`config.mk`:
```
export PLATFORM = sky130hd
export DESIGN_NAME = hw_lock_bank
export DESIGN_NICKNAME = d
export VERILOG_FILES = /design/src/rtl/hw_lock_pkg.sv /design/src/rtl/hw_lock_decode.sv /design/src/rtl/hw_lock_cells.sv /design/src/rtl/hw_lock_status.sv /design/src/rtl/hw_lock_bank.sv
export SDC_FILE = /design/constraint.sdc
export NUM_CORES = 1
export LEC_CHECK = 0
export BUFFER_PORTS_ARGS = -buffer_cell sky130_fd_sc_hd__buf_4
export CAP_MARGIN = 5
export CORE_UTILIZATION = 55
export CTS_BUF_LIST = sky130_fd_sc_hd__clkbuf_8 sky130_fd_sc_hd__clkbuf_16
export DETAILED_ROUTE_END_ITERATION = 10
export GPL_ROUTABILITY_DRIVEN = 0
export PLACE_DENSITY = 0.95
export REMOVE_ABC_BUFFERS = 1
export SLEW_MARGIN = 10
export SYNTH_ARGS = -nofsm -noshare
export SYNTH_HDL_FRONTEND = slang
export SYNTH_SLANG_ARGS = --single-unit
```
`constraint.sdc`:
```
create_clock -name clk_i -period 4.2 [get_ports clk_i]
set_input_delay 0.63 -clock clk_i [delete_from_list [all_inputs] [get_ports clk_i]]
set_output_delay 0.63 -clock clk_i [all_outputs]
set_load 0.1 [all_outputs]
```
`src/rtl/hw_lock_pkg.sv`:
```
package hw_lock_pkg;
  localparam int unsigned DATA_W       = 32;
  localparam int unsigned LOCK_BASE    = 'h100;
  localparam int unsigned CODE_LSB     = 28;
  localparam int unsigned CODE_W       = 4;

  function automatic logic [CODE_W-1:0] count_code(input int unsigned n);
    return CODE_W'($clog2(n) - 4);
  endfunction
endpackage

```
`src/rtl/hw_lock_decode.sv`:
```
module hw_lock_decode #(
  parameter int unsigned NUM_LOCKS = 32,
  parameter int unsigned ADDR_W    = 12,
  localparam int unsigned LOCK_W   = $clog2(NUM_LOCKS),
  localparam int unsigned WORD_W   = ADDR_W - 2
) (
  input  logic                 clk_i,
  input  logic                 rst_ni,
  input  logic                 req_i,
  input  logic                 we_i,
  input  logic [ADDR_W-1:0]    addr_i,
  input  logic [31:0]          wdata_i,
  output logic                 stat_hit_o,
  output logic                 lock_hit_o,
  output logic [LOCK_W-1:0]    lock_idx_o,
  output logic [NUM_LOCKS-1:0] acq_o,
  output logic [NUM_LOCKS-1:0] rel_o
);
  import hw_lock_pkg::*;

  localparam logic [WORD_W-1:0] BASE_WORD = WORD_W'(LOCK_BASE >> 2);
  localparam logic [WORD_W-1:0] END_WORD  = WORD_W'((LOCK_BASE >> 2) + NUM_LOCKS);

  logic [WORD_W-1:0] word;
  logic [WORD_W-1:0] off;

  assign word       = addr_i[ADDR_W-1:2];
  assign off        = word - BASE_WORD;
  assign stat_hit_o = req_i && (word == '0);
  assign lock_hit_o = req_i && (word >= BASE_WORD) && (word < END_WORD);
  assign lock_idx_o = off[LOCK_W-1:0];

  for (genvar i = 0; i < NUM_LOCKS; i++) begin : g_sel
    logic sel;
    assign sel      = lock_hit_o && (lock_idx_o == LOCK_W'(i));
    assign acq_o[i] = sel && !we_i;
    assign rel_o[i] = sel && we_i && (wdata_i == '0);
  end

  // a single access touches at most one lock
  assert_one_lock_R10: assert property (@(posedge clk_i) disable iff (!rst_ni)
    $onehot0(acq_o | rel_o));
endmodule

```
`src/rtl/hw_lock_cells.sv`:
```
module hw_lock_cells #(
  parameter int unsigned NUM_LOCKS = 32
) (
  input  logic                 clk_i,
  input  logic                 rst_ni,
  input  logic [NUM_LOCKS-1:0] acq_i,
  input  logic [NUM_LOCKS-1:0] rel_i,
  output logic [NUM_LOCKS-1:0] taken_o
);
  for (genvar i = 0; i < NUM_LOCKS; i++) begin : g_cell
    logic taken_q;
    always_ff @(posedge clk_i or negedge rst_ni) begin
      if (!rst_ni)       taken_q <= 1'b0;
      else if (acq_i[i]) taken_q <= 1'b1;
      else if (rel_i[i]) taken_q <= 1'b0;
    end
    assign taken_o[i] = taken_q;

    assert_acq_takes_R3: assert property (@(posedge clk_i) disable iff (!rst_ni)
      acq_i[i] |=> taken_o[i]);
    assert_release_frees_R5: assert property (@(posedge clk_i) disable iff (!rst_ni)
      rel_i[i] |=> !taken_o[i]);
    assert_idle_holds_R9: assert property (@(posedge clk_i) disable iff (!rst_ni)
      !acq_i[i] && !rel_i[i] |=> $stable(taken_o[i]));
  end
endmodule

```
`src/rtl/hw_lock_status.sv`:
```
module hw_lock_status #(
  parameter int unsigned NUM_LOCKS = 32
) (
  output logic [31:0] status_o
);
  import hw_lock_pkg::*;
  always_comb begin
    status_o = '0;
    status_o[CODE_LSB +: CODE_W] = count_code(NUM_LOCKS);
  end
endmodule

```
`src/rtl/hw_lock_bank.sv`:
```
module hw_lock_bank #(
  parameter int unsigned NUM_LOCKS = 32,
  parameter int unsigned ADDR_W    = 12,
  localparam int unsigned LOCK_W   = $clog2(NUM_LOCKS)
) (
  input  logic              clk_i,
  input  logic              rst_ni,
  input  logic              req_i,
  input  logic              we_i,
  input  logic [ADDR_W-1:0] addr_i,
  input  logic [31:0]       wdata_i,
  output logic [31:0]       rdata_o
);
  logic                 stat_hit, lock_hit;
  logic [LOCK_W-1:0]    lock_idx;
  logic [NUM_LOCKS-1:0] acq, rel, taken;
  logic [31:0]          status;

  hw_lock_decode #(.NUM_LOCKS(NUM_LOCKS), .ADDR_W(ADDR_W)) u_decode (
    .clk_i, .rst_ni, .req_i, .we_i, .addr_i, .wdata_i,
    .stat_hit_o(stat_hit), .lock_hit_o(lock_hit), .lock_idx_o(lock_idx),
    .acq_o(acq), .rel_o(rel)
  );

  hw_lock_cells #(.NUM_LOCKS(NUM_LOCKS)) u_cells (
    .clk_i, .rst_ni, .acq_i(acq), .rel_i(rel), .taken_o(taken)
  );

  hw_lock_status #(.NUM_LOCKS(NUM_LOCKS)) u_status (.status_o(status));

  always_comb begin
    rdata_o = '0;
    if (req_i && !we_i) begin
      if (stat_hit)      rdata_o = status;
      else if (lock_hit) rdata_o = {31'b0, taken[lock_idx]};
    end
  end

  assert_status_code_R1: assert property (@(posedge clk_i) disable iff (!rst_ni)
    stat_hit && !we_i |-> rdata_o == status && rdata_o[27:0] == '0);
  assert_lock_word_R4: assert property (@(posedge clk_i) disable iff (!rst_ni)
    lock_hit && !we_i |-> rdata_o[31:1] == '0);
  assert_nonzero_wr_R6: assert property (@(posedge clk_i) disable iff (!rst_ni)
    req_i && we_i && wdata_i != '0 |=> $stable(taken));
  assert_status_wr_R7: assert property (@(posedge clk_i) disable iff (!rst_ni)
    stat_hit && we_i |=> $stable(taken));
  assert_unmapped_R8: assert property (@(posedge clk_i) disable iff (!rst_ni)
    req_i && !stat_hit && !lock_hit |-> rdata_o == '0 ##1 $stable(taken));
endmodule

```
# Yosys cells after proc, flatten, opt, wreduce, memory -nomap -nowiden
# Index checks and enable logic that the tools add are counted.
# classes
reduce_logical	168
n_lt_le_gt_ge	3
eq_ne	31
n_mux	69
n_addsub	1
# op_table
op	n
$logic_and 1x1->1	132
$eq 5x5->1 const B	16
$mux 1	66
$reduce_bool 2->1	32
$mux 29	2
$eq 5x4->1 const B	8
$logic_not 32->1	1
$eq 5x3->1 const B	4
$eq 5x2->1 const B	2
$ge 10x7->1 const B	1
$logic_not 10->1	1
$lt 10x7->1 const B	1
$lt 5x6->1 const B	1
$bmux 1 s5	1
$eq 5x1->1 const B	1
$logic_not 5->1	1
$sub 5x1->5 const B	1
$logic_not 1->1	1
# totals
output_inout_bits	32
wordCells	304
register_bits	32

# Longest topological paths before layout
# depth
ltp_word	8
mapped_depth	7
depth_no_buf	4

# Cells and area by module
# From an unflattened synthesis, not the netlist that was laid out.
# hier_totals
hier_cells	397
area_unflattened_um2	3382.0
# by_module_without_submodules
module	instances	cells_each	seq_area_each_um2	area_per_inst_um2
hw_lock_cells	1	128	800.8	1401.3
hw_lock_decode	1	169	0.0	1177.4
hw_lock_bank	1	66	0.0	555.5
hw_lock_status	1	34	0.0	247.7

# Worst setup path after synthesis
# No wires, ideal clock.
# synth_timing
path_kind	input to output
startpoint	in addr_i[3]
endpoint	out rdata_o[28]
t_arrival_ns	4.377
path_slack_ns	-0.807
n_path_buf	2
stages	5
cell_sequence	buf_4 buf_2 nor4_1 nand2_1 nor4_1
# synth_via
elab_chain_cells	4
# synth_rtl
element	line	source
start, declared	hw_lock_bank.sv:10	input logic [ADDR_W-1:0] addr_i,
$logic_not 10->1	hw_lock_decode.sv:29	assign stat_hit_o = req_i && (word == '0);
$logic_and 1x1->1	hw_lock_decode.sv:29	
$mux 29	hw_lock_bank.sv:34	if (stat_hit) rdata_o = status;
$mux 29	hw_lock_bank.sv:33	if (req_i && !we_i) begin
end, declared	hw_lock_bank.sv:12	output logic [31:0] rdata_o
# Every way passes these cells.

# Final worst setup path
# layout_timing
startpoint	in addr_i[3]
endpoint	out rdata_o[0]
# layout_via
elab_chain_cells	6
# layout_rtl
element	line	source
$sub 5x1->5 or $ge 10x7->1 (tied branches)	hw_lock_decode.sv:28, hw_lock_decode.sv:30	
$bmux 1 s5 or $logic_and 1x1->1 (tied branches)	hw_lock_bank.sv:35, hw_lock_decode.sv:30	
$mux 1 (not written as such) or $logic_and 1x1->1 (tied branches)	hw_lock_bank.sv:35, hw_lock_decode.sv:30	
$mux 1	hw_lock_bank.sv:35	else if (lock_hit) rdata_o = {31'b0, taken[lock_idx]};
$mux 29 *	hw_lock_bank.sv:34	
$mux 29 *	hw_lock_bank.sv:33	
# Every way passes the cells marked *; elsewhere a longest branch is shown, timed or not. The select of a mux whose other input is x is not followed.

==> results.tsv <==
metric	value	unit
Leak Pwr	0.00129	uW
clock sink total	32	
met2 Usage GRT	43.5	%
top flop regs	u_cells.g_cell.taken_q x32	
Total Power	761	uW
max_cap viols	0	
vias in the first global route	1860	
skew final	0	ps
Synthesis Warnings	0	
Pre-Repair DR Iteration Count	5	
Initial Util	57.9	%
max frequency	328	MHz
Crit Path Class	in -> out	
PD cells	285	nW/um^2
final net count	352	
sequential share of power	40.4	%
Combinational Power Share	27.0	%
cts repair resizes	0	
num ports	80	
GRT Resource Usage Total	24.8	%
Vert. Die Dim	67.4	um
CTS Hold Bufs	0	
worst path required time	3570	ps
Slew HR	39.1	%
Slew @ Worst Pin	907	ps
antenna viol nets, final	0	
Die W	67.4	um
R2R cell count	4	
met1 GRT Util	28.7	%
first-pass GRT wire length	8330	um
crit start category	input pin	
Antenna diodes	0	
Fin. Hold Viols	0	
core area	4060	um^2
Clk pwr share	32.5	%
Reg-to-Reg Start	u_cells.g_cell[6].taken_q	
DRT iter0 DRCs	191	
die area	4540	um^2
period utilisation layout	72.6	%
worst skew pair latency	290	ps
Synth Instances	267	
min cycle time layout	3050	ps
largest net degree at the start of global routing	33	
GRT busiest layer	met2	
Filler cells	321	
Peak VDD IR	0.167	mV
data arrival time of the critical path	2420	ps
Num CTS Buffers	5	
total grt overflow	0	
# setup viols final	0	
CTS tree	done	
DRT Wirelength	5530	um
RSZ-0062 raised after global routing	false	
Clock Tree Root	clkbuf_8	
WL/cell	15.6	um
Area Overhead vs Synth	13.7	%
Vias	2074	
Post-Syn Area	2350	um^2
vias per cell	5.84	
antenna violations before repair	0	
Setup crit end kind	output port	
Crit Reg-Reg Endpoint	u_cells.g_cell[6].taken_q	
Seq/Total Area, Yosys	34.1	%
Post-DP HPWL	3740	um
port bufs	47	
final slew viol count	0	
outcome	finished, final reports clean	
share of layout cells above drive strength 1	23.3	%
R2R setup slack	3220	ps
Yosys reg bits	32	
Biggest register	u_cells.g_cell.taken_q	
met3 usage in global routing	6.25	%
sw power	293	uW
number of flip-flops in the largest register	32	
Syn Area/Cell	8.81	um^2
DRC Markers	0	
Switching Share	38.5	%
Pint	468	uW
Post-CTS Repair Setup Buffers	0	
CTS max path bufs	2	
Row Count	23	
Post-Route Utilization	65.9	%
CTS H-Tree Depth	2	
Synth cell types	31	
clk slew on worst S/H paths	70	ps
worst-path fanout max	27	
hold crit path type	in -> async	
==> worst max-delay path, stage by stage <==
cell and delay [ps]:
buf_4 290, mux4_2 560, mux4_2 470, o211a_1 230, buf_4 230
==> cell families after synthesis <==
group,after synthesis,share of synthesized area (%)
other,1,0.160
flip-flops,32,34.1
buffers and inverters,82,19.0
AO/OA/AOI/OAI,56,14.5
AND/OR/NAND/NOR,86,23.2
multiplexers,10,9.05
==> cells in the mapped netlist <==
cell type,number,area (um^2)
a31oi_1,22,138
o211ai_1,10,75.1
buf_4,31,233
nor4bb_1,6,60.1
nor4b_1,5,43.8
nor4_1,8,50.1
nor3_1,1,5.00
o211a_1,1,10.0
o2111ai_1,1,8.76
mux4_2,9,203
nand4_1,2,12.5
nand3b_1,1,7.51
mux2i_1,1,10.0
nor4_4,2,42.5
clkbuf_1,9,33.8
nand3_1,12,60.1
nor2_1,25,93.8
or4b_4,1,13.8
conb_1,1,3.75
nor3b_1,4,30.0
dfrtp_1,32,801
o21ai_1,1,5.00
nor4b_2,1,15.0
nand2_1,13,48.8
buf_6,2,22.5
o21ai_0,21,105
clkinv_1,1,3.75
buf_2,6,30.0
nand4bb_4,1,27.5
inv_1,33,124
nand4b_1,4,35.0
==> power groups by stage <==
| stage | clock (uW) | sequential, uW | combinational, uW |
|---|---|---|---|
| global placement | 0 | 314 | 202 |
| CTS | 251 | 308 | 204 |
| finish | 248 | 308 | 206 |
| detailed placement | 0 | 314 | 204 |
| floorplan | 0 | 314 | 143 |
| global route | 264 | 308 | 215 |
==> placed cells by master, fill, tap and decap left out, types with 2 or more instances in the layout <==
cell and count:
mux4_2 9, nor4bb_1 6, dfrtp_1 32, nor2_1 25, nor4_1 8, nand3_1 12, nand2_1 13, a31oi_1 22
o211ai_1 10, inv_1 33, o21ai_0 21, nand4_1 2, nor4_4 2, nand4b_1 4, clkinvlp_4 2, buf_4 49
nor4b_1 5, conb_1 30, clkbuf_8 5, nor3b_1 4
==> metal layers <==
layer / share of wire (%) / up-vias
met3: 8.8 / 10
met1: 36 / 995
met4: 1.3 / 0
met2: 54 / 106
met5: 0 / -
li1: - / 963
==> metrics by stage <==
stage,area (um^2),hold slack (ps),setup WS (ps),std cells,setup TNS [ps]
finish,2670,264,1150,355,0
global route,2670,289,1110,355,0
CTS,2670,270,1160,355,0
detailed placement,2580,517,1170,347,0
global placement,2580,497,1170,347,0
floorplan,2140,334,-504,248,-504
==> layout make-up <==
type,instances,area (um^2),area share [%]
Clock buffer,5,68.8,2.57
Sequential cell,32,801,30.0
Multi-Input combinational cell,182,1220,45.7
Timing Repair Buffer,49,368,13.8
Clock inverter,3,23.8,0.890
Tap cell,50,62.6,2.34
Inverter,34,128,4.78
==> how the worst max path moves through the flow <==
stage | startpoint | endpoint | slack [ps] | depth (start not counted)
floorplan | addr_i[2] | rdata_o[28] | -500 | 3
global placement | addr_i[3] | rdata_o[0] | 1170 | 5
detailed placement | addr_i[3] | rdata_o[0] | 1170 | 5
CTS | addr_i[3] | rdata_o[0] | 1160 | 5
global route | addr_i[3] | rdata_o[0] | 1110 | 5
finish | addr_i[3] | rdata_o[0] | 1150 | 5
Note: power is estimated with default switching activity, not from simulation.
